--- src/rtl/lf_timebase_pkg.sv ---
package lf_timebase_pkg;

  localparam int unsigned NTAP = 4;
  localparam int unsigned NREQ = 3;

  typedef enum logic [1:0] {
    TAP_FAST = 2'd0,
    TAP_LCD  = 2'd1,
    TAP_MID  = 2'd2,
    TAP_SLOW = 2'd3
  } tap_e;

  // True when the next increment turns bit k from 0 to 1.
  function automatic logic bit_rises(input logic [31:0] c, input int unsigned k);
    logic [31:0] low_mask;
    low_mask = (32'd1 << k) - 32'd1;
    return (c[k] == 1'b0) && ((c & low_mask) == low_mask);
  endfunction

  // True when the tick being counted is the last of the strong interval.
  function automatic logic strong_done(input int unsigned seen, input int unsigned total);
    return (seen + 1) >= total;
  endfunction

endpackage

--- src/rtl/lf_divider.sv ---
module lf_divider
  import lf_timebase_pkg::*;
#(
  parameter int unsigned CNT_W    = 15,
  parameter int unsigned FAST_BIT = 3,
  parameter int unsigned LCD_BIT  = 5,
  parameter int unsigned MID_BIT  = 7,
  parameter int unsigned SLOW_BIT = 13
) (
  input  logic            clk_i,
  input  logic            rst_ni,
  input  logic            run_i,
  output logic [NTAP-1:0] tick_o
);

  localparam int unsigned TAP_BIT [NTAP] = '{FAST_BIT, LCD_BIT, MID_BIT, SLOW_BIT};

  logic [CNT_W-1:0] cnt_q;
  logic [NTAP-1:0]  tick_q;
  logic [NTAP-1:0]  rise_next;

  always_ff @(posedge clk_i or negedge rst_ni) begin
    if (!rst_ni)    cnt_q <= '0;
    else if (run_i) cnt_q <= cnt_q + CNT_W'(1);
  end

  for (genvar g = 0; g < NTAP; g++) begin : g_tap
    assign rise_next[g] = run_i && bit_rises(32'(cnt_q), TAP_BIT[g]);

    always_ff @(posedge clk_i or negedge rst_ni) begin
      if (!rst_ni) tick_q[g] <= 1'b0;
      else         tick_q[g] <= rise_next[g];
    end

    assert_tick_single_R6: assert property (@(posedge clk_i) disable iff (!rst_ni)
      tick_q[g] |=> !tick_q[g]);
  end

  assign tick_o = tick_q;

  assert_hold_when_off_R7: assert property (@(posedge clk_i) disable iff (!rst_ni)
    !run_i |=> $stable(cnt_q) && (tick_q == '0));

  assert_ticks_exclusive_R6: assert property (@(posedge clk_i) disable iff (!rst_ni)
    $onehot0(tick_q));

endmodule

--- src/rtl/lf_drive_seq.sv ---
module lf_drive_seq
  import lf_timebase_pkg::*;
#(
  parameter int unsigned STRONG_TICKS = 8
) (
  input  logic clk_i,
  input  logic rst_ni,
  input  logic osc_stop_i,
  input  logic tick_slow_i,
  output logic drive_strong_o,
  output logic osc_en_o
);

  localparam int unsigned SW = $clog2(STRONG_TICKS + 1);

  logic [SW-1:0] seen_q;
  logic          strong_q;
  logic          osc_en_q;
  logic          last_tick;

  assign last_tick = strong_done(32'(seen_q), STRONG_TICKS);

  always_ff @(posedge clk_i or negedge rst_ni) begin
    if (!rst_ni) begin
      seen_q   <= '0;
      strong_q <= 1'b1;
    end else if (strong_q && tick_slow_i) begin
      seen_q <= seen_q + SW'(1);
      if (last_tick) strong_q <= 1'b0;
    end
  end

  always_ff @(posedge clk_i or negedge rst_ni) begin
    if (!rst_ni) osc_en_q <= 1'b1;
    else         osc_en_q <= !osc_stop_i;
  end

  assign drive_strong_o = strong_q;
  assign osc_en_o       = osc_en_q;

  assert_weak_sticky_R10: assert property (@(posedge clk_i) disable iff (!rst_ni)
    !strong_q |=> !strong_q);

  assert_weak_after_tick_R10: assert property (@(posedge clk_i) disable iff (!rst_ni)
    $fell(strong_q) |-> $past(tick_slow_i));

  assert_osc_follows_R7: assert property (@(posedge clk_i) disable iff (!rst_ni)
    1'b1 |=> (osc_en_q == !$past(osc_stop_i)));

endmodule

--- src/rtl/lf_irq_flags.sv ---
module lf_irq_flags
  import lf_timebase_pkg::*;
(
  input  logic            clk_i,
  input  logic            rst_ni,
  input  logic [NREQ-1:0] tick_i,
  input  logic [NREQ-1:0] en_i,
  input  logic [NREQ-1:0] clr_i,
  output logic [NREQ-1:0] flag_o
);

  logic [NREQ-1:0] flag_q;
  logic [NREQ-1:0] set_req;

  for (genvar g = 0; g < NREQ; g++) begin : g_flag
    assign set_req[g] = tick_i[g] && en_i[g];

    always_ff @(posedge clk_i or negedge rst_ni) begin
      if (!rst_ni)         flag_q[g] <= 1'b0;
      else if (clr_i[g])   flag_q[g] <= 1'b0;
      else if (set_req[g]) flag_q[g] <= 1'b1;
    end

    assert_clear_wins_R9: assert property (@(posedge clk_i) disable iff (!rst_ni)
      clr_i[g] |=> !flag_q[g]);

    assert_enabled_set_R8: assert property (@(posedge clk_i) disable iff (!rst_ni)
      (tick_i[g] && en_i[g] && !clr_i[g]) |=> flag_q[g]);

    assert_no_stray_set_R8: assert property (@(posedge clk_i) disable iff (!rst_ni)
      $rose(flag_q[g]) |-> $past(tick_i[g] && en_i[g]));
  end

  assign flag_o = flag_q;

endmodule

--- src/rtl/lf_timebase.sv ---
module lf_timebase
  import lf_timebase_pkg::*;
#(
  parameter int unsigned CNT_W        = 15,
  parameter int unsigned FAST_BIT     = 3,
  parameter int unsigned LCD_BIT      = 5,
  parameter int unsigned MID_BIT      = 7,
  parameter int unsigned SLOW_BIT     = 13,
  parameter int unsigned STRONG_TICKS = 8
) (
  input  logic       clk_lf_i,
  input  logic       rst_ni,
  input  logic       osc_stop_i,
  input  logic [2:0] irq_en_i,
  input  logic [2:0] irq_clr_i,
  output logic       tick_fast_o,
  output logic       tick_lcd_o,
  output logic       tick_mid_o,
  output logic       tick_slow_o,
  output logic [2:0] irq_flag_o,
  output logic       drive_strong_o,
  output logic       osc_en_o
);

  logic [NTAP-1:0] tick;
  logic [NREQ-1:0] req_tick;
  logic            osc_run;

  lf_drive_seq #(
    .STRONG_TICKS(STRONG_TICKS)
  ) u_seq (
    .clk_i         (clk_lf_i),
    .rst_ni        (rst_ni),
    .osc_stop_i    (osc_stop_i),
    .tick_slow_i   (tick[TAP_SLOW]),
    .drive_strong_o(drive_strong_o),
    .osc_en_o      (osc_run)
  );

  lf_divider #(
    .CNT_W   (CNT_W),
    .FAST_BIT(FAST_BIT),
    .LCD_BIT (LCD_BIT),
    .MID_BIT (MID_BIT),
    .SLOW_BIT(SLOW_BIT)
  ) u_div (
    .clk_i (clk_lf_i),
    .rst_ni(rst_ni),
    .run_i (osc_run),
    .tick_o(tick)
  );

  assign req_tick = {tick[TAP_SLOW], tick[TAP_MID], tick[TAP_FAST]};

  lf_irq_flags u_flags (
    .clk_i (clk_lf_i),
    .rst_ni(rst_ni),
    .tick_i(req_tick),
    .en_i  (irq_en_i),
    .clr_i (irq_clr_i),
    .flag_o(irq_flag_o)
  );

  assign tick_fast_o = tick[TAP_FAST];
  assign tick_lcd_o  = tick[TAP_LCD];
  assign tick_mid_o  = tick[TAP_MID];
  assign tick_slow_o = tick[TAP_SLOW];
  assign osc_en_o    = osc_run;

endmodule

--- config.mk ---
export PLATFORM = sky130hd
export DESIGN_NAME = lf_timebase
export DESIGN_NICKNAME = d
export VERILOG_FILES = /design/src/rtl/lf_timebase_pkg.sv /design/src/rtl/lf_divider.sv /design/src/rtl/lf_drive_seq.sv /design/src/rtl/lf_irq_flags.sv /design/src/rtl/lf_timebase.sv
export SDC_FILE = /design/constraint.sdc
export NUM_CORES = 1
export LEC_CHECK = 0
export ABC_CLOCK_PERIOD_IN_PS = 3440
export BUFFER_PORTS_ARGS = -buffer_cell sky130_fd_sc_hd__buf_4
export CAP_MARGIN = 0
export CELL_PAD_IN_SITES_DETAIL_PLACEMENT = 1
export CELL_PAD_IN_SITES_GLOBAL_PLACEMENT = 2
export CORE_UTILIZATION = 40
export CTS_CLUSTER_DIAMETER = 50
export DETAILED_ROUTE_END_ITERATION = 10
export PLACE_DENSITY = 0.91
export SYNTH_ARGS = -nofsm -noshare
export SYNTH_HDL_FRONTEND = slang
export SYNTH_HIERARCHICAL = 1
export SYNTH_SLANG_ARGS = --single-unit
--- constraint.sdc ---
create_clock -name clk_lf_i -period 3.44 [get_ports clk_lf_i]
set_input_delay 0 -clock clk_lf_i [delete_from_list [all_inputs] [get_ports clk_lf_i]]
set_output_delay 0 -clock clk_lf_i [all_outputs]
set_load 0.02 [all_outputs]
==> Implementation_results.wiki <==
{| class="wikitable"
! Metric !! Value
|-
| Layout cells sized above 1 || 32.23%
|-
| Via density per instance || 5.237
|-
| Post-synthesis cell area || 1215 µm²
|-
| Final critical delay including setup and external delays || 1514 ps
|-
| Data arrival time of the critical path || 1740 ps
|-
| Clock net sink count || 27
|-
| Maxcap violations || 0
|-
| Startpoint types || register
|-
| Unrepaired setup endpoints after global routing || no
|-
| Syn Nets || 107
|-
| Worst voltage drop across the vdd grid || 0.0003389 V
|-
| Pwr Density || 477.9 nW/µm²
|-
| Final global-route overflow total || 0
|-
| Routed wire per std cell || 14.31 µm
|-
| Post-route ant nets || 0
|-
| Antenna violations before repair || 0
|-
| CTS clk-pin slew, worst paths || 140 ps
|-
| Relative contribution of combinational cells to total power || 21.7%
|-
| Leakage power || 0.7125 nW
|-
| Final TNS setup || 0 ps
|-
| Htree depth || 1
|-
| Final weighted congestion in routability-driven placement || 0.7633
|-
| Stage delay of the slowest cell on the critical path || 450 ps
|-
| Max Freq || 660.6 MHz
|-
| Average cell area after synthesis || 13.06 µm²
|-
| Die X-Extent || 57.11 µm
|-
| Setup repair bufs after CTS || 0
|-
| Violations in the final reports || DRC
|-
| Placed cell area || 1370 µm²
|-
| Root Buffer Master || clkbuf_4
|-
| Setup Skew || 9.217 ps
|-
| Antenna diodes || 0
|-
| Setup ws final || 1926 ps
|-
| Relative contribution of the clock network to total power || 18.6%
|-
| Worst-margin pin slew || 336.4 ps
|-
| Number of distinct library cells after synthesis || 27
|-
| Post-route clock period utilization || 44.01%
|-
| Number of buffers on the longest clock path || 2
|-
| Post-Layout Inst Area || 1478 µm²
|-
| Count of warnings emitted by yosys || 6
|-
| Result of the run || finished with violations
|-
| Mapped Cells || 93
|-
| Internal || 476.5 µW
|-
| Element type at the critical path end || register
|-
| Clock latency at the later pin of the worst-skew pair || 320 ps
|-
| Flip-flop and latch count after synthesis || 27
|-
| Vias in the first global route || 835
|-
| Area enclosed by the die boundary || 3262 µm²
|-
| Site Rows || 19
|-
| Vias after detailed routing || 796
|-
| CTS tree || done
|-
| Initial core utilization || 43.31%
|-
| Global-route wire length before repair || 4002 µm
|-
| Switching power || 229.7 µW
|-
| Required time of the critical path || 3660 ps
|-
| Net switching fraction of the power || 32.53%
|-
| Final #Nets || 136
|-
| Type of the most critical hold path || in2async
|-
| Worst relative slew slack || 77.58%
|-
| Growth of design area from synthesis to finish || 21.63%
|-
| Placeable Area || 2805 µm²
|-
| # port buffers || 17
|-
| Sequential fraction of the synthesis area || 55.82%
|-
| Largest net degree at the start of global routing || 28
|-
| Sum of net half-perimeters after detailed placement || 1534 µm
|-
| Total count of hold-check failures in the final report || 0
|-
| Sequential fraction of design power || 59.7%
|-
| Routed wire length || 2175 µm
|-
| Crit path cell chain || ha_1 -> and3_1 -> ha_1 -> mux2_2
|-
| Worst setup path category || reg2reg
|-
| Critical Path Fanout Max || 4
|-
| Inserted Clock Buffers || 3
|-
| Number of DRC markers in iteration 0 || 23
|-
| First drt pass iteration count || 7
|-
| Cell with the biggest individual delay on the critical path || dfrtp_1
|-
| GRT Overall Usage || 16.41%
|-
| Most Frequent Cell on Critical Path || ha_1
|-
| Vertical die dimension || 57.11 µm
|-
| Count of final max-slew check failures || 0
|-
| Final setup violation count || 0
|-
| Total I/O pin count || 18
|-
| DRC Markers || 4
|-
| Placement Setup Slack || 1930 ps
|}
[routing by layer]
layer | GRT usage [%] | vias up | wire (µm)
met5 | 0 | - | 0
met4 | 8.362 | 0 | 41
met3 | 2.268 | 4 | 63
met2 | 28.91 | 12 | 1175
met1 | 19.61 | 400 | 895
li1 | - | 380 | -
[final timing paths]
kind | start | endpoint | slack [ps] | depth (start not counted)
worst max-delay path | u_div/cnt_q[0] | u_div/cnt_q[4] | 1930 | 4
worst min-delay path | rst_ni | u_seq/seen_q[3] | 110 | 2
worst max register to register | u_div/cnt_q[0] | u_div/cnt_q[4] | 1930 | 4
worst min register to register | u_div/cnt_q[13] | u_div/cnt_q[13] | 490 | 1
max in group asynchronous | rst_ni | u_seq/osc_en_o | 3030 | 2
min in group clk_lf_i | osc_stop_i | u_seq/osc_en_o | 310 | 3
[cell type report]
type / count / area (µm²)
fillers: 286 / 1328
well taps: 31 / 38.79
repair buffers: 25 / 207.7
multi-input cells: 61 / 510.5
flip-flops and latches: 27 / 678.2
clock inverters: 1 / 5.005
inverters: 4 / 15.01
clock buffers: 3 / 22.52
[power groups by stage]
stage | clock, mW | sequential [mW] | combinational (mW)
after floorplan | 0 | 0.419 | 0.102
after global placement | 0 | 0.423 | 0.140
after detailed placement | 0 | 0.428 | 0.150
after CTS | 0.142 | 0.422 | 0.156
after global routing | 0.152 | 0.431 | 0.174
final | 0.132 | 0.422 | 0.153
[timing repair]
action | in CTS | in global routing
hold buffers | 8 | 0
gates resized for setup | 0 | 0
endpoints found under the setup margin | 0 | 0
endpoints found under the hold margin | 31 | 0
[critical path: cells and delay by family, from the launching register on]
family | cells | cell delay [ps]
adder cells (fa/ha/maj) | 2 | 520
flip-flops | 1 | 450
multiplexers | 1 | 260
AND/OR/NAND/NOR | 1 | 190
[synth_stat cells (all sizes together)]
cell type / n / area [µm²]
mux2: 4 / 48.79
dfrtp: 25 / 625.6
inv: 4 / 15.01
o211ai: 1 / 7.510
and3: 2 / 13.77
nor3: 3 / 20.02
xor2: 9 / 78.83
o311a: 1 / 10.01
and2: 1 / 6.260
a21oi: 3 / 15.01
xnor2: 5 / 43.79
nor2: 6 / 22.52
nand4: 3 / 18.77
nand3: 6 / 65.06
ha: 5 / 62.56
buf: 1 / 11.26
nor3b: 1 / 7.510
nor4: 6 / 68.82
dfstp: 2 / 52.55
nand2: 5 / 21.27
[through the flow]
step	cells	total power, mW	hold slack (ps)	utilization, %
after floorplan	93	0.5205	-295.6	-
after global placement	140	0.5632	-70.22	48.84
after detailed placement	140	0.5779	-64.97	48.84
after CTS	152	0.7196	110.8	52.68
after global routing	152	0.7574	131.3	52.68
final	152	0.7062	113.4	52.68
[flip-flops by register name (all words and copies together), names as in the netlist]
name	flops
u_div/tick_o	4
u_seq/seen_q	4
u_div/cnt_q	14
u_seq/drive_strong_o	1
u_seq/osc_en_o	1
u_flags/flag_o	3
[cell usage in the layout, fill, tap and decap left out, drive strengths merged, types with 3 or more instances in the layout]
cell type,instances
xnor2,5
xor2,9
dfrtp,25
ha,5
dlygate4sd3,8
nor3,3
inv,4
nand3,6
clkbuf,3
nor2,6
nand4,3
mux2,4
buf,17
nand2,5
nor4,6
a21oi,3
[cell families (layout without fill, tap and decap cells)]
| logic type | count (synthesis) | count (layout) | share of synthesized area (%) |
|---|---|---|---|
| simple gates | 33 | 33 | 20.08 |
| flops | 27 | 27 | 55.82 |
| xor+xnor | 14 | 14 | 10.09 |
| fa+ha+maj | 5 | 5 | 5.149 |
| compound gates | 5 | 5 | 2.678 |
| buf+inv | 5 | 33 | 2.162 |
| mux | 4 | 4 | 4.016 |
(Power assumes the default switching activity.)
